--- src/rtl/canmode_pkg.sv ---
package canmode_pkg;

  localparam int REG_W = 16;
  localparam int IW    = $clog2(REG_W);

  typedef logic [IW-1:0] idx_t;

  // Field numbers, MSB-first (field k sits at data bit REG_W-1-k)
  localparam int F_STOP = 0;
  localparam int F_FRZE = 1;
  localparam int F_HALT = 3;
  localparam int F_NRDY = 4;
  localparam int F_WMSK = 5;
  localparam int F_SRST = 6;
  localparam int F_FACK = 7;
  localparam int F_SUPV = 8;

  typedef struct packed {
    logic stop;
    logic frz_en;
    logic halt;
    logic wake_msk;
    logic sup_only;
  } ctl_t;

  localparam ctl_t CTL_RST = '{stop: 1'b0, frz_en: 1'b1, halt: 1'b1,
                               wake_msk: 1'b0, sup_only: 1'b1};

  function automatic idx_t pos(input int f);
    return idx_t'(REG_W - 1 - f);
  endfunction

  function automatic logic field(input logic [REG_W-1:0] w, input int f);
    return w[pos(f)];
  endfunction

  function automatic logic dbg_wanted(input logic frz_en, input logic frz_line,
                                      input logic halt);
    return frz_en & (frz_line | halt);
  endfunction

  function automatic logic [REG_W-1:0] pack_word(input ctl_t c, input logic nrdy,
                                                 input logic srst, input logic fack);
    logic [REG_W-1:0] w;
    w = '0;
    w[pos(F_STOP)] = c.stop;
    w[pos(F_FRZE)] = c.frz_en;
    w[pos(F_HALT)] = c.halt;
    w[pos(F_NRDY)] = nrdy;
    w[pos(F_WMSK)] = c.wake_msk;
    w[pos(F_SRST)] = srst;
    w[pos(F_FACK)] = fack;
    w[pos(F_SUPV)] = c.sup_only;
    return w;
  endfunction

endpackage

--- src/rtl/canmode_srst.sv ---
module canmode_srst #(
  parameter int CYCLES = 4
) (
  input  logic clk,
  input  logic rst_n,
  input  logic start,
  output logic busy
);
  localparam int CW = $clog2(CYCLES + 1);

  logic [CW-1:0] cnt;

  always_ff @(posedge clk or negedge rst_n) begin
    if (!rst_n)
      cnt <= '0;
    else if (start && cnt == '0)
      cnt <= CW'(CYCLES);
    else if (cnt != '0)
      cnt <= cnt - CW'(1);
  end

  assign busy = (cnt != '0);
endmodule

--- src/rtl/canmode_dbg.sv ---
module canmode_dbg
  import canmode_pkg::*;
(
  input  logic clk,
  input  logic rst_n,
  input  logic hold,
  input  logic frz_en,
  input  logic halt,
  input  logic frz_line,
  input  logic stop,
  output logic in_dbg,
  output logic presc_en,
  output logic frz_ack,
  output logic not_rdy
);
  always_ff @(posedge clk or negedge rst_n) begin
    if (!rst_n) begin
      in_dbg   <= 1'b0;
      presc_en <= 1'b1;
      frz_ack  <= 1'b0;
      not_rdy  <= 1'b0;
    end else begin
      in_dbg   <= !hold && dbg_wanted(frz_en, frz_line, halt);
      presc_en <= !in_dbg;
      if (in_dbg)
        frz_ack <= 1'b1;
      else if (presc_en)
        frz_ack <= 1'b0;
      not_rdy  <= in_dbg | stop;
    end
  end
endmodule

--- src/rtl/canmode_ctrl.sv ---
module canmode_ctrl
  import canmode_pkg::*;
#(
  parameter int SRST_CYCLES = 4
) (
  input  logic             clk,
  input  logic             rst_n,
  input  logic             req_valid,
  input  logic             req_write,
  input  logic             req_super,
  input  logic [REG_W-1:0] req_wdata,
  output logic [REG_W-1:0] rd_data,
  output logic             resp_err,
  input  logic             freeze_in,
  input  logic             wake_evt,
  input  logic             self_wake_en,
  output logic             clk_en,
  output logic             presc_en,
  output logic             xfer_en,
  output logic             srst_pulse,
  output logic             wake_irq
);
  ctl_t ctl_q, ctl_d;
  logic priv_block, wr_ok, srst_start, srst_busy, wake_self;
  logic in_dbg, frz_ack, not_rdy;

  // named events for the checker
  assign priv_block = req_valid & ~req_super & ctl_q.sup_only;
  assign wr_ok      = req_valid & req_write & ~priv_block & ~srst_busy;
  assign srst_start = wr_ok & field(req_wdata, F_SRST);
  assign wake_self  = wake_evt & self_wake_en & ctl_q.stop;

  always_comb begin
    ctl_d = ctl_q;
    if (wr_ok) begin
      ctl_d.stop     = field(req_wdata, F_STOP);
      ctl_d.frz_en   = field(req_wdata, F_FRZE);
      ctl_d.halt     = field(req_wdata, F_HALT);
      ctl_d.wake_msk = field(req_wdata, F_WMSK);
      if (ctl_q.halt)
        ctl_d.sup_only = field(req_wdata, F_SUPV);
    end
    if (wake_self)
      ctl_d.stop = 1'b0;
    if (srst_start)
      ctl_d = CTL_RST;
  end

  always_ff @(posedge clk or negedge rst_n) begin
    if (!rst_n) begin
      ctl_q    <= CTL_RST;
      wake_irq <= 1'b0;
    end else begin
      ctl_q    <= ctl_d;
      wake_irq <= wake_evt & ctl_q.stop & ctl_q.wake_msk;
    end
  end

  canmode_srst #(.CYCLES(SRST_CYCLES)) u_srst (
    .clk   (clk),
    .rst_n (rst_n),
    .start (srst_start),
    .busy  (srst_busy)
  );

  canmode_dbg u_dbg (
    .clk      (clk),
    .rst_n    (rst_n),
    .hold     (srst_busy),
    .frz_en   (ctl_q.frz_en),
    .halt     (ctl_q.halt),
    .frz_line (freeze_in),
    .stop     (ctl_q.stop),
    .in_dbg   (in_dbg),
    .presc_en (presc_en),
    .frz_ack  (frz_ack),
    .not_rdy  (not_rdy)
  );

  assign rd_data    = (req_valid && !priv_block) ?
                      pack_word(ctl_q, not_rdy, srst_busy, frz_ack) : '0;
  assign resp_err   = priv_block;
  assign clk_en     = ~ctl_q.stop;
  assign xfer_en    = ~ctl_q.halt & ~in_dbg & ~ctl_q.stop & ~srst_busy;
  assign srst_pulse = srst_busy;
endmodule

--- config.mk ---
export PLATFORM = sky130hd
export DESIGN_NAME = canmode_ctrl
export DESIGN_NICKNAME = d
export VERILOG_FILES = /design/src/rtl/canmode_pkg.sv /design/src/rtl/canmode_srst.sv /design/src/rtl/canmode_dbg.sv /design/src/rtl/canmode_ctrl.sv
export SDC_FILE = /design/constraint.sdc
export NUM_CORES = 1
export LEC_CHECK = 0
export ABC_CLOCK_PERIOD_IN_PS = 1750
export CORE_AREA = 2 2 39 41
export DETAILED_ROUTE_END_ITERATION = 16
export DIE_AREA = 0 0 41 43
export DONT_BUFFER_PORTS = 1
export PLACE_DENSITY = 0.69
export SLEW_MARGIN = 20
export SYNTH_ARGS = -nofsm -noshare
export SYNTH_HDL_FRONTEND = slang
export SYNTH_SLANG_ARGS = --single-unit
--- constraint.sdc ---
create_clock -name clk -period 1.75 [get_ports clk]
set_input_delay 0 -clock clk [delete_from_list [all_inputs] [get_ports clk]]
set_output_delay 0 -clock clk [all_outputs]
set_load 0.1 [all_outputs]
After elaboration in Yosys (flattened, before gate mapping)
Index checks and enable logic that the tools add are counted.

operators by class
  reductions and logical operators = 14
  shifts and indexed selects = 0
  magnitude comparators = 0
  muxes and demuxes = 9
  equal/unequal tests = 0
  add/subtract/negate cells = 1
  div/mod/pow operators = 0
  $mul = 0
  bitwise gates (word level) = 22

operators with widths
  operator             number
  $mux 16              1
  $and 1x1->1          14
  $mux 5               2
  $reduce_bool 2->1    4
  $mux 3               2
  $not 1->1            6
  $reduce_bool 3->1    2
  $mux 1               4
  $logic_and 1x1->1    3
  $logic_not 1->1      3
  $logic_not 3->1      1
  $sub 3x1->3 const B  1
  $or 1x1->1           2
  $reduce_and 2->1     1

word-level totals
  register bits = 13
  ROM bits = 0
  memory bits (writable) = 0
  latch bits = 0
  logic and storage cells = 57
  input bits = 24
  memories = 0
  output and inout bits = 22

Longest topological paths before layout
Gate-level depths: netlist of run 1.

  word-level depth = 9
  gate-level depth with buffers = 6
  mapped depth without buffers = 5

Modules after synthesis
Synthesis of run 1 repeated with hierarchy kept, for this count alone.

unflattened totals
  cell total of the unflattened synthesis = 77
  area, all modules = 788.3 um^2

modules (own cells, without submodules)
  module        area an instance (um^2)  cells an instance  instances
  canmode_ctrl  474.2                    52                 1
  canmode_srst  177.7                    15                 1
  canmode_dbg   136.4                    10                 1

Worst setup path after synthesis of run 1
OpenSTA, ideal clock, no wires.

  path kind = reg2out
  from = register u_srst.cnt[0]
  to = output port xfer_en
  setup slack = -1767 ps
  arrival time = 3517 ps
  cell stages (with the launch flop) = 6
  path buffers = 1
  cell sequence = dfrtp_1 -> inv_1 -> ha_1 -> nand2b_1 -> clkbuf_1 -> nor3_1

between the ends
  longest elaborated chain between the ends = 3

ends and longest elaborated chain
  element                 line                text
  start, declared         canmode_srst.sv:11  logic [CW-1:0] cnt;
  start signal, assigned  canmode_srst.sv:17  cnt <= CW'(CYCLES);
  start signal, assigned  canmode_srst.sv:19  cnt <= cnt - CW'(1);
  $reduce_bool 3->1       canmode_srst.sv:22  assign busy = (cnt != '0);
  via srst_pulse          canmode_ctrl.sv:20  output logic srst_pulse,
  $not 1->1               canmode_ctrl.sv:84  assign xfer_en = ~ctl_q.halt & ~in_dbg & ~ctl_q.stop & ~srst_busy;
  $and 1x1->1             canmode_ctrl.sv:84
  end, declared           canmode_ctrl.sv:19  output logic xfer_en,

The timed path passes the listed nets, and every way through them passes these cells.

Final worst setup path of run 1
  from = register u_srst.cnt[0]
  to = register ctl_q[1] in the netlist's numbering

between the ends
  longest elaborated chain between the ends = 5
  elaborated cells on any way between the ends = 6
  those cells by class = mux: 1; bitwise: 3; reduce/logical: 2

ends and longest elaborated chain
  element                                             line                text
  $reduce_bool 3->1 (*)                               canmode_srst.sv:22
  $not 1->1 (*)                                       canmode_ctrl.sv:29  assign wr_ok = req_valid & req_write & ~priv_block & ~srst_busy;
  $and 1x1->1 (*)                                     canmode_ctrl.sv:29
  $and 1x1->1                                         canmode_ctrl.sv:30  assign srst_start = wr_ok & field(req_wdata, F_SRST);
  $mux 5 / $reduce_bool 2->1 (equally long branches)  n/a
  end signal, assigned                                canmode_ctrl.sv:54  ctl_q <= ctl_d;
  end, declared                                       canmode_ctrl.sv:23  ctl_t ctl_q, ctl_d;

Mark *: on every way between the ends. The rest lies on a longest branch, timed or not.
A chain may end at the register's enable or synchronous reset.

==> out/results.ini, run 1 <==
[sta]
final.setup.worst_slack_ps=137.8
fin_crit_sh=0.9213
worst_slew_pin_slew_ps=585.1
hold_slack_ps=41.25
hold_viol=0
fmax_ghz=0.6203
fin_setup_tns_ps=0
slew_viol_final=0
setup_viol=0
fin_skew_ps=1.694
rsz0062_at_grt=no
finalCriticalPeriod_ps=1612
slew_headroom=0.6087

[route]
drt_pass1_iterations=4
dr.first_iter.drc_count=10
wire_per_inst_um=13.26
vias=608
ant_nets=0
drc=0
wl_um=1538
viasPerCell=5.241

[floorplanning]
die_h_um=43
initial_core_util=0.5199
core_um2=1384
ios=46
die_x_um=41
placementRows=14
die_area_um2=1763

[run]
drv_cap=0

[logic_synthesis]
yosys_warnings=0
ys_ff_latch=13
postSynthAreaPerCell_um2=9.466
ys_seq_area_frac=0.4591
syn_area_um2=719.4
syn_inst=76
synthDominantCellAreaShare=0.3130
synth_cell_types=26
synth_top_area_cell=dfrtp_1
synthTopCellsByArea=dfrtp_1 31%, dfstp_2 15%, and3_1 8.7%

[worst_setup_path]
crit_path_end_kind=register
critPathMaxFanout=8
setup.worst_path.start=u_srst.cnt[0]$_DFFE_PN0P_
crit_path_start_kind=register
path_cells=inv_1, ha_1, and4b_4, and2_4, mux2_1
reg2reg_depth=5
critical_path_required_ps=1910
arrival_ps=1770
r2r_end=ctl_q[1]$_DFFE_PN0P_
r2r_start=u_srst.cnt[0]$_DFFE_PN0P_
path_class=reg2reg
slowest_stage=dfrtp_1
cp-endpoint=ctl_q[1]$_DFFE_PN0P_
rrSetupSlack_ps=140
max_stage_delay_ps=400

[global_routing]
gr-total-overflow=0
antenna_found_initial=0
grt_pass1_vias=554
grt_max_degree=14
grt_pass1_wl_um=2470
grtUsageTotal=0.2086

[power]
p_total_mw=1.921
p_leak_nw=0.4867
power_density_nw_per_um2=1984
max-vdd-ir-drop_uv=1178

[cts]
clkSlewWorstSetupHoldPaths_ps=80
post_cts_buffers=0
cts_max_level=1
max-clock-path-buffers=2
clockRootBuffer=clkbuf_4
numCtsBuffers=3
clock-sinks=13
worstSkewPairLatency_ps=270
cts_tree=yes

[layout]
final_common_cell=buf_4
n_antenna_cell=0
n_fill_cell=114
final_cell_mix=13 x buf_4, 10 x dlygate4sd3_1, 9 x and3_1, 9 x dfrtp_1, 8 x conb_1
finalNonFillerCells=116
multi_input_area_um2=331.6
drive_gt1_frac=0.3000
fin_nets=127
ff_latch_area_um2=330.3
syn2layout_area_growth_pct=34.61
fin_util=0.6998
finalInstanceArea_um2=968.4

[placement]
dp_hpwl_um=1018
io_buffer_count=0
dp_slack_ps=162.4
placedCellCount=102
placement.cell_area_um2=839.6
routabilityCongestion=0.7535

[worst_hold_path]
hp-start=req_wdata[9]
hold_class=in2reg

[status]
status=finished, final reports clean

-- layer usage --
metal | global-route usage | part of all wire | vias up
li1 | - | - | 293
met1 | 0.2847 | 0.41 | 289
met2 | 0.3219 | 0.52 | 26
met3 | 0.04712 | 0.070 | 0
met4 | 0.06000 | 0 | 0
met5 | 0 | 0 | -
-- state kept, by name (all words and copies together) (netlist names) --
name,count
ctl_q,5
u_srst.cnt,3
u_dbg.frz_ack,1
u_dbg.in_dbg,1
u_dbg.not_rdy,1
u_dbg.presc_en,1
wake_irq,1
-- cell type report --
class | instances | area share
Multi-Input combinational cell | 53 | 0.3424
Sequential cell | 13 | 0.3411
Timing Repair Buffer | 25 | 0.2455
Clock buffer | 4 | 0.02713
Inverter | 5 | 0.02326
Tap cell | 16 | 0.02067
-- critical path: cells and delay by family, from the launching register on --
kind                       cells  cell delay, ps
muxes                          1             320
and+or+nand+nor                2             500
buffers and inverters          1              80
DFF                            1             400
adders and majority gates      1             210
-- cell families after synthesis --
group | count (synthesis) | share of synthesized area
AOI/OAI and AO/OA | 13 | 0.1078
xor gates and xnor gates | 1 | 0.01218
adders and majority gates | 2 | 0.03478
buffers and inverters | 17 | 0.1409
DFF | 13 | 0.4591
muxes | 1 | 0.01565
other | 1 | 0.005212
and+or+nand+nor | 28 | 0.2244
-- cell usage after synthesis, drive strengths merged --
cell,count
mux2,1
a21oi,7
dfrtp,9
and2,1
inv,5
nand2b,3
nor2,7
a31oi,1
and4b,1
or2,1
a221oi,1
conb,1
nor3,1
o21ai,2
ha,2
nor2b,2
dfstp,4
buf,10
and3,10
xnor2,1
clkbuf,2
a211oi,1
nand2,2
a221o,1
-- worst min path at each step --
stage                            to  cells after the start
2_1_floorplan  ctl_q[1]$_DFFE_PN0P_                      0
3_3_place_gp     wake_irq$_DFF_PN0_                      0
3_5_place_dp   ctl_q[4]$_DFFE_PN0P_                      0
4_1_cts        ctl_q[0]$_DFFE_PN1P_                      3
5_1_grt        ctl_q[0]$_DFFE_PN1P_                      3
6_report       ctl_q[0]$_DFFE_PN1P_                      3
-- repair_timing --
item | CTS | global route
setup endpoints to repair | 0 | 1
hold endpoints to repair | 23 | 0
gates resized for setup | 0 | 1
hold buffers | 10 | 0
-- power breakdown --
part	internal [mW]	total, mW	switching [mW]
Sequential	0.455	0.550	0.0954
Combinational	0.323	1.19	0.863
Clock	0.0883	0.185	0.0968
Total	0.866	1.92	1.06
Power figures use the tool's default switching activity.
==> run 2, diff against run 1 <==
--- a/config.mk
+++ b/config.mk
@@ -6,11 +6,11 @@
 export NUM_CORES = 1
 export LEC_CHECK = 0
 export ABC_CLOCK_PERIOD_IN_PS = 1750
-export CORE_AREA = 2 2 39 41
+export CORE_MARGIN = 5
+export CORE_UTILIZATION = 30
+export CTS_BUF_LIST = sky130_fd_sc_hd__clkbuf_8
 export DETAILED_ROUTE_END_ITERATION = 16
-export DIE_AREA = 0 0 41 43
 export DONT_BUFFER_PORTS = 1
-export PLACE_DENSITY = 0.69
 export SLEW_MARGIN = 20
 export SYNTH_ARGS = -nofsm -noshare
 export SYNTH_HDL_FRONTEND = slang
==> run 2 against run 1 <==
Non-clock buffer count unchanged. Die area increased by 97%. Clock skew hardly changed. Hold slack worse by 27 ps. Core utilization is 26 points lower. Clock-buffer cell count fell by 1. Total power up 3.6%. Sequential power barely moved. Clock power is 42% higher. Fmax shrank 1.4%. Sequential cell count unchanged. Critical path type is now reg2out. Highest routed layer unchanged. Setup slack got worse by 23 ps.
==> out/results.ini, run 2 (synthesis gave the netlist of run 1 again) <==
[status]
status=finished, final reports clean

[cts]
numCtsBuffers=3  ; unchanged
postCtsHoldBufs=10  ; unchanged
cts_tree=yes
ctsResizeCount=0  ; unchanged
max-clock-path-buffers=2  ; unchanged
clkSlewWorstSetupHoldPaths_ps=60  ; -20 ps
post_cts_buffers=0  ; unchanged
clock-sinks=13  ; unchanged
worstSkewPairLatency_ps=240  ; -30 ps
cts_max_level=1  ; unchanged
clockRootBuffer=clkbuf_8

[route]
ant_nets=0  ; unchanged
wire_per_inst_um=12.95  ; -2.3%
dr.first_iter.drc_count=6  ; -4
viasPerCell=4.625  ; -12%
vias=592  ; -2.6%
wl_um=1658  ; +7.8%
drt_pass1_iterations=4  ; unchanged
drc=0  ; unchanged

[worst_setup_path]
critical_path_required_ps=1750  ; -160 ps
path_buf_inv=2  ; +1
critPathMaxFanout=7  ; -1
arrival_ps=1630  ; -140 ps
max_stage_delay_ps=390  ; about the same
crit_path_start_kind=register
slowest_stage=dfrtp_1
path_class=reg2out
cpLargestDelayFamily=simple AND/OR/NAND/NOR gates
crit_path_end_kind=primary output
path_cells=inv_1, ha_1, nand2b_1, nor3_4, buf_12

[sta]
slew_headroom=0.6061  ; -0.002569
rsz0062_at_grt=no
fin_setup_tns_ps=0  ; unchanged
slew_viol_final=0  ; unchanged
fmax_ghz=0.6116  ; -1.4%
setup_viol=0  ; unchanged
fin_crit_sh=0.9343  ; +0.01298
finalCriticalPeriod_ps=1635  ; +22.71 ps
hold_viol=0  ; unchanged
fin_skew_ps=1.375  ; -0.3190 ps
final.setup.worst_slack_ps=115.1  ; -22.71 ps
worst_slew_pin_slew_ps=588.9  ; +3.841 ps

[floorplanning]
placementRows=17  ; +3
ios=46  ; unchanged
die_h_um=58.97  ; +37%
initial_core_util=0.3191  ; -0.2008
core_um2=2255  ; +63%
die_x_um=58.97  ; +44%
die_area_um2=3477  ; +97%

[global_routing]
grt_pass1_vias=588  ; +6.1%
grt_max_degree=14  ; unchanged
grtUsageTotal=0.1022  ; -0.1064
met2_usage=0.1672  ; -0.1547
use_met3=0.04357  ; -0.003547
grt-busiest-layer=met2
gr-total-overflow=0  ; unchanged
antenna_found_initial=0  ; unchanged
grt_pass1_wl_um=2725  ; +10%
grt_util_met1=0.1260  ; -0.1587

[layout]
reg_top3=ctl_q x5, u_srst.cnt x3
ff_latch_area_um2=330.3  ; unchanged
drive_gt1_frac=0.2900  ; -0.01000
largest_reg_flops=5  ; unchanged
fin_nets=127  ; unchanged
syn2layout_area_growth_pct=38.96
largest-register=ctl_q
multi_input_area_um2=329.1  ; -0.75%
n_antenna_cell=0  ; unchanged
final_cell_mix=13 x buf_4, 10 x dlygate4sd3_1, 9 x and3_1, 9 x dfrtp_1, 8 x conb_1
final_common_cell=buf_4
n_fill_cell=241  ; +110%

[placement]
dp_slack_ps=150.0  ; -12.34 ps
dp_hpwl_um=1188  ; +17%
io_buffer_count=0  ; unchanged
routabilityCongestion=0.7553  ; +0.24%

[power]
p_leak_nw=0.4983  ; +2.4%
power_density_nw_per_um2=1990  ; +0.32%
max-vdd-ir-drop_uv=948.4  ; -19%

[worst_hold_path]
hold_class=in2reg

[run]
drv_cap=0  ; unchanged

[run 2: cell count changes in the layout (fill, tap and decap cells not counted)]
cell / before / now
clkbuf_8: 0 / 3
inv_1: 4 / 5
clkbuf_1: 1 / 0
nand2b_1: 2 / 3
clkbuf_4: 3 / 0
nand2b_2: 1 / 0
[run 2: area by class of cell]
cell class	instances	share of cell area
Multi-Input combinational cell	53	0.3292
Tap cell	28	0.03504
Clock buffer	3	0.04130
Timing Repair Buffer	25	0.2378
Clock inverter	1	0.003755
Inverter	5	0.02253
Sequential cell	13	0.3304
[run 2: metal layers]
layer / vias up / part of all wire
met2: 23 / 0.48
met1: 282 / 0.43
met3: 0 / 0.091
li1: 287 / -
met5: - / 0
met4: 0 / 0
[run 2: worst paths after layout]
| check | cells past startpoint | startpoint | slack (ps) | endpoint |
|---|---|---|---|---|
| worst max-delay path | 5 | u_srst.cnt[0]$_DFFE_PN0P_ | 120 | xfer_en |
| worst min-delay path | 2 | req_wdata[10] | 10 | ctl_q[1]$_DFFE_PN0P_ |
| worst max register to register | 5 | u_srst.cnt[0]$_DFFE_PN0P_ | 140 | ctl_q[1]$_DFFE_PN0P_ |
| worst min register to register | 1 | u_dbg.in_dbg$_DFF_PN0_ | 370 | u_dbg.presc_en$_DFF_PN1_ |
| max in group asynchronous | 1 | rst_n | 1170 | u_dbg.frz_ack$_DFFE_PN0P_ |
| min in group asynchronous | 1 | rst_n | 200 | u_srst.cnt[1]$_DFFE_PN0P_ |
[run 2: through the flow]
stage | cell area, um2 | hold WS, ps | total power [mW] | std cells | util
after floorplan | 774.5 | -295.6 | 1.525 | 83 | -
after global placement | 854.6 | -295.2 | 1.690 | 114 | 0.3790
after detailed placement | 854.6 | -295.1 | 1.710 | 114 | 0.3790
after CTS | 999.7 | 15.27 | 2.007 | 128 | 0.4434
after global routing | 999.7 | 25.13 | 2.103 | 128 | 0.4434
final | 999.7 | 14.63 | 1.990 | 128 | 0.4434
[run 2: worst reg2reg max path, cell delays in order (launching register included)]
cell     delay [ps]
dfrtp_1         390
inv_1           100
ha_1            190
and4b_4         290
and2_4          210
mux2_1          330
[run 2: power breakdown]
group          internal [mW]  switching [mW]  leakage, nW
sequential             0.456          0.0923        0.158
clock                  0.155           0.108       0.0269
combinational          0.317           0.863        0.314
total                  0.927            1.06        0.498
==> run 3, diff against run 2 <==
--- a/config.mk
+++ b/config.mk
@@ -5,8 +5,8 @@
 export SDC_FILE = /design/constraint.sdc
 export NUM_CORES = 1
 export LEC_CHECK = 0
-export ABC_CLOCK_PERIOD_IN_PS = 1750
-export CORE_MARGIN = 5
+export ABC_CLOCK_PERIOD_IN_PS = 1300
+export CORE_MARGIN = 2
 export CORE_UTILIZATION = 30
 export CTS_BUF_LIST = sky130_fd_sc_hd__clkbuf_8
 export DETAILED_ROUTE_END_ITERATION = 16
==> constraint.sdc (replaced) <==
create_clock -name clk -period 1.3 [get_ports clk]
set_input_delay 0 -clock clk [delete_from_list [all_inputs] [get_ports clk]]
set_output_delay 0 -clock clk [all_outputs]
set_load 0.1 [all_outputs]
==> run 3 against run 2 <==
The run now ends with setup timing left. Non-clock buffer count up 4. Total power rose by 55%. Via count grew 1.0%. Critical endpoint is now ctl_q[1]$_DFFE_PN0P_. Highest routed layer is now met4.
==> out/results.ini, run 3 (synthesis gave the netlist of run 1 again) <==
[layout]
reg_top3=ctl_q x5, u_srst.cnt x3
n_fill_cell=223  ; -7.5%
largest-register=ctl_q
drive_gt1_frac=0.4712  ; +0.1812
fin_nets=131  ; +3.1%
final_common_cell=buf_4
final_cell_mix=16 x buf_4, 9 x dfrtp_1, 8 x and3_4, 8 x conb_1, 8 x dlygate4sd3_1
syn2layout_area_growth_pct=57.74
largest_reg_flops=5  ; unchanged
n_antenna_cell=0  ; unchanged

[cts]
worstSkewPairLatency_ps=240  ; about the same
max-clock-path-buffers=2  ; unchanged
numCtsBuffers=3  ; unchanged
clockRootBuffer=clkbuf_8
clock-sinks=13  ; unchanged
cts_max_level=1  ; unchanged
clkSlewWorstSetupHoldPaths_ps=60  ; about the same
cts_tree=yes

[worst_setup_path]
cpLargestDelayFamily=simple AND/OR/NAND/NOR gates
path_class=reg2reg
r2r_end=ctl_q[1]$_DFFE_PN0P_
slowest_stage=dfrtp_1
rrSetupSlack_ps=-130  ; -270 ps
reg2reg_depth=5  ; unchanged
critPathMaxFanout=4  ; -3
crit_path_start_kind=register
r2r_start=u_srst.cnt[0]$_DFFE_PN0P_
crit_path_end_kind=register
path_buf_inv=1  ; -1
arrival_ps=1550  ; -80 ps
max_stage_delay_ps=390  ; about the same
critical_path_required_ps=1420  ; -330 ps
path_cells=inv_2, ha_4, and4b_4, and2_4, mux2_4

[global_routing]
grt_pass1_wl_um=2670  ; -2.0%
gr-total-overflow=0  ; unchanged
grtUsageTotal=0.1388  ; +0.03656
antenna_found_initial=0  ; unchanged
grt_max_degree=14  ; unchanged
grt_pass1_vias=564  ; -4.1%

[placement]
io_buffer_count=0  ; unchanged
dp_slack_ps=-146.1  ; -296.1 ps
routabilityCongestion=0.7799  ; +3.3%
dp_hpwl_um=1260  ; +6.1%

[floorplanning]
die_area_um2=2806  ; -19%
die_x_um=52.97  ; -10%
initial_core_util=0.3221  ; +0.003039
die_h_um=52.97  ; -10%
core_um2=2233  ; -0.94%
placementRows=17  ; unchanged
ios=46  ; unchanged

[sta]
rsz0062_at_grt=yes
hold_slack_ps=10.26  ; -4.368 ps
hold_viol=0  ; unchanged
fin_skew_ps=2.821  ; +1.446 ps
fin_crit_sh=1.099
setup_viol=6  ; +6
finalCriticalPeriod_ps=1429
fmax_ghz=0.6999
worst_slew_pin_slew_ps=600.7  ; +11.75 ps
slew_headroom=0.5982  ; -0.007858
slew_viol_final=0  ; unchanged
final.setup.worst_slack_ps=-128.9  ; -243.9 ps

[worst_hold_path]
hp-start=self_wake_en
hold_class=in2reg
holdPathStages=2  ; unchanged
holdPathEnd=ctl_q[4]$_DFFE_PN0P_

[route]
vias=598  ; +1.0%
drc=0  ; unchanged
dr.first_iter.drc_count=2  ; -4
ant_nets=0  ; unchanged
wire_per_inst_um=13.28  ; +2.5%
viasPerCell=4.530  ; -2.0%
wl_um=1753  ; +5.7%
drt_pass1_iterations=2  ; -2

[run]
drv_cap=0  ; unchanged

[status]
violations=setup timing
status=finished, violations left

[power]
pwr-share-seq=0.243  ; -0.032
p_int_mw=1.539  ; +66%
p_leak_nw=0.5256  ; +5.5%
swShare=0.5010  ; -0.03309
p_switching_mw=1.545  ; +45%
p_comb_frac=0.645  ; +0.052
power_frac_clock=0.112  ; -0.020
power_density_nw_per_um2=2717  ; +37%
max-vdd-ir-drop_uv=1165  ; +23%

## run 3: stage by stage
step	area (um2)	std cells	total power, mW	TNS [ps]	util
CTS	1109	130	3.044	-421.4	0.4964
finish	1135	132	3.083	-366.2	0.5081
global route	1135	132	3.245	-866.8	0.5081
global placement	907.1	115	2.418	-220.7	0.4062
floorplan	805.8	83	2.117	-924.9	-
detailed placement	907.1	115	2.453	-555.5	0.4062
## run 3: cell type report
cell class,count,area [um2],area share
Multi-Input combinational cell,53,410.4,0.3616
Sequential cell,13,330.3,0.2911
Timing Repair Buffer,29,291.5,0.2569
Clock buffer,3,41.29,0.03638
Tap cell,28,35.03,0.03087
Inverter,5,22.52,0.01985
Clock inverter,1,3.754,0.003308
## run 3: worst max path at each step
stage | cells after the start | to | slack, ps | startpoint
after floorplan | 5 | xfer_en | -430 | u_srst.cnt[0]$_DFFE_PN0P_
after global placement | 5 | ctl_q[1]$_DFFE_PN0P_ | -100 | u_srst.cnt[1]$_DFFE_PN0P_
after detailed placement | 5 | ctl_q[1]$_DFFE_PN0P_ | -150 | u_srst.cnt[1]$_DFFE_PN0P_
after CTS | 5 | ctl_q[1]$_DFFE_PN0P_ | -130 | u_srst.cnt[0]$_DFFE_PN0P_
after global routing | 5 | ctl_q[1]$_DFFE_PN0P_ | -170 | u_srst.cnt[0]$_DFFE_PN0P_
final | 5 | ctl_q[1]$_DFFE_PN0P_ | -130 | u_srst.cnt[0]$_DFFE_PN0P_
## run 3: worst reg2reg max path, delay by kind of cell, from the launching register on
| kind | cells | cell delay, ps |
|---|---|---|
| simple gates | 2 | 400 |
| fa+ha+maj | 1 | 150 |
| mux | 1 | 290 |
| flops | 1 | 390 |
| buf+inv | 1 | 80 |
## run 3: timing repair
| item | in CTS | in global routing |
|---|---|---|
| pin swaps | 5 | 0 |
| hold endpoints to repair | 22 | 0 |
| gates resized for setup | 14 | 2 |
| setup endpoints to repair | 17 | 16 |
| setup buffers | 3 | 2 |
| hold buffers | 8 | 0 |
## run 3: power groups by stage
stage	logic, mW	registers (mW)	clock network (mW)
6_report	1.99	0.749	0.346
5_1_grt	2.10	0.766	0.383
4_1_cts	1.95	0.737	0.360
3_5_place_dp	1.72	0.729	0
3_3_place_gp	1.70	0.720	0
2_1_floorplan	1.31	0.808	0
## run 3: metal layers
metal	GRT usage	routed length, um
met1	0.1705	775
met2	0.2208	851
met3	0.02542	98
met4	0.08974	27
met5	0	0
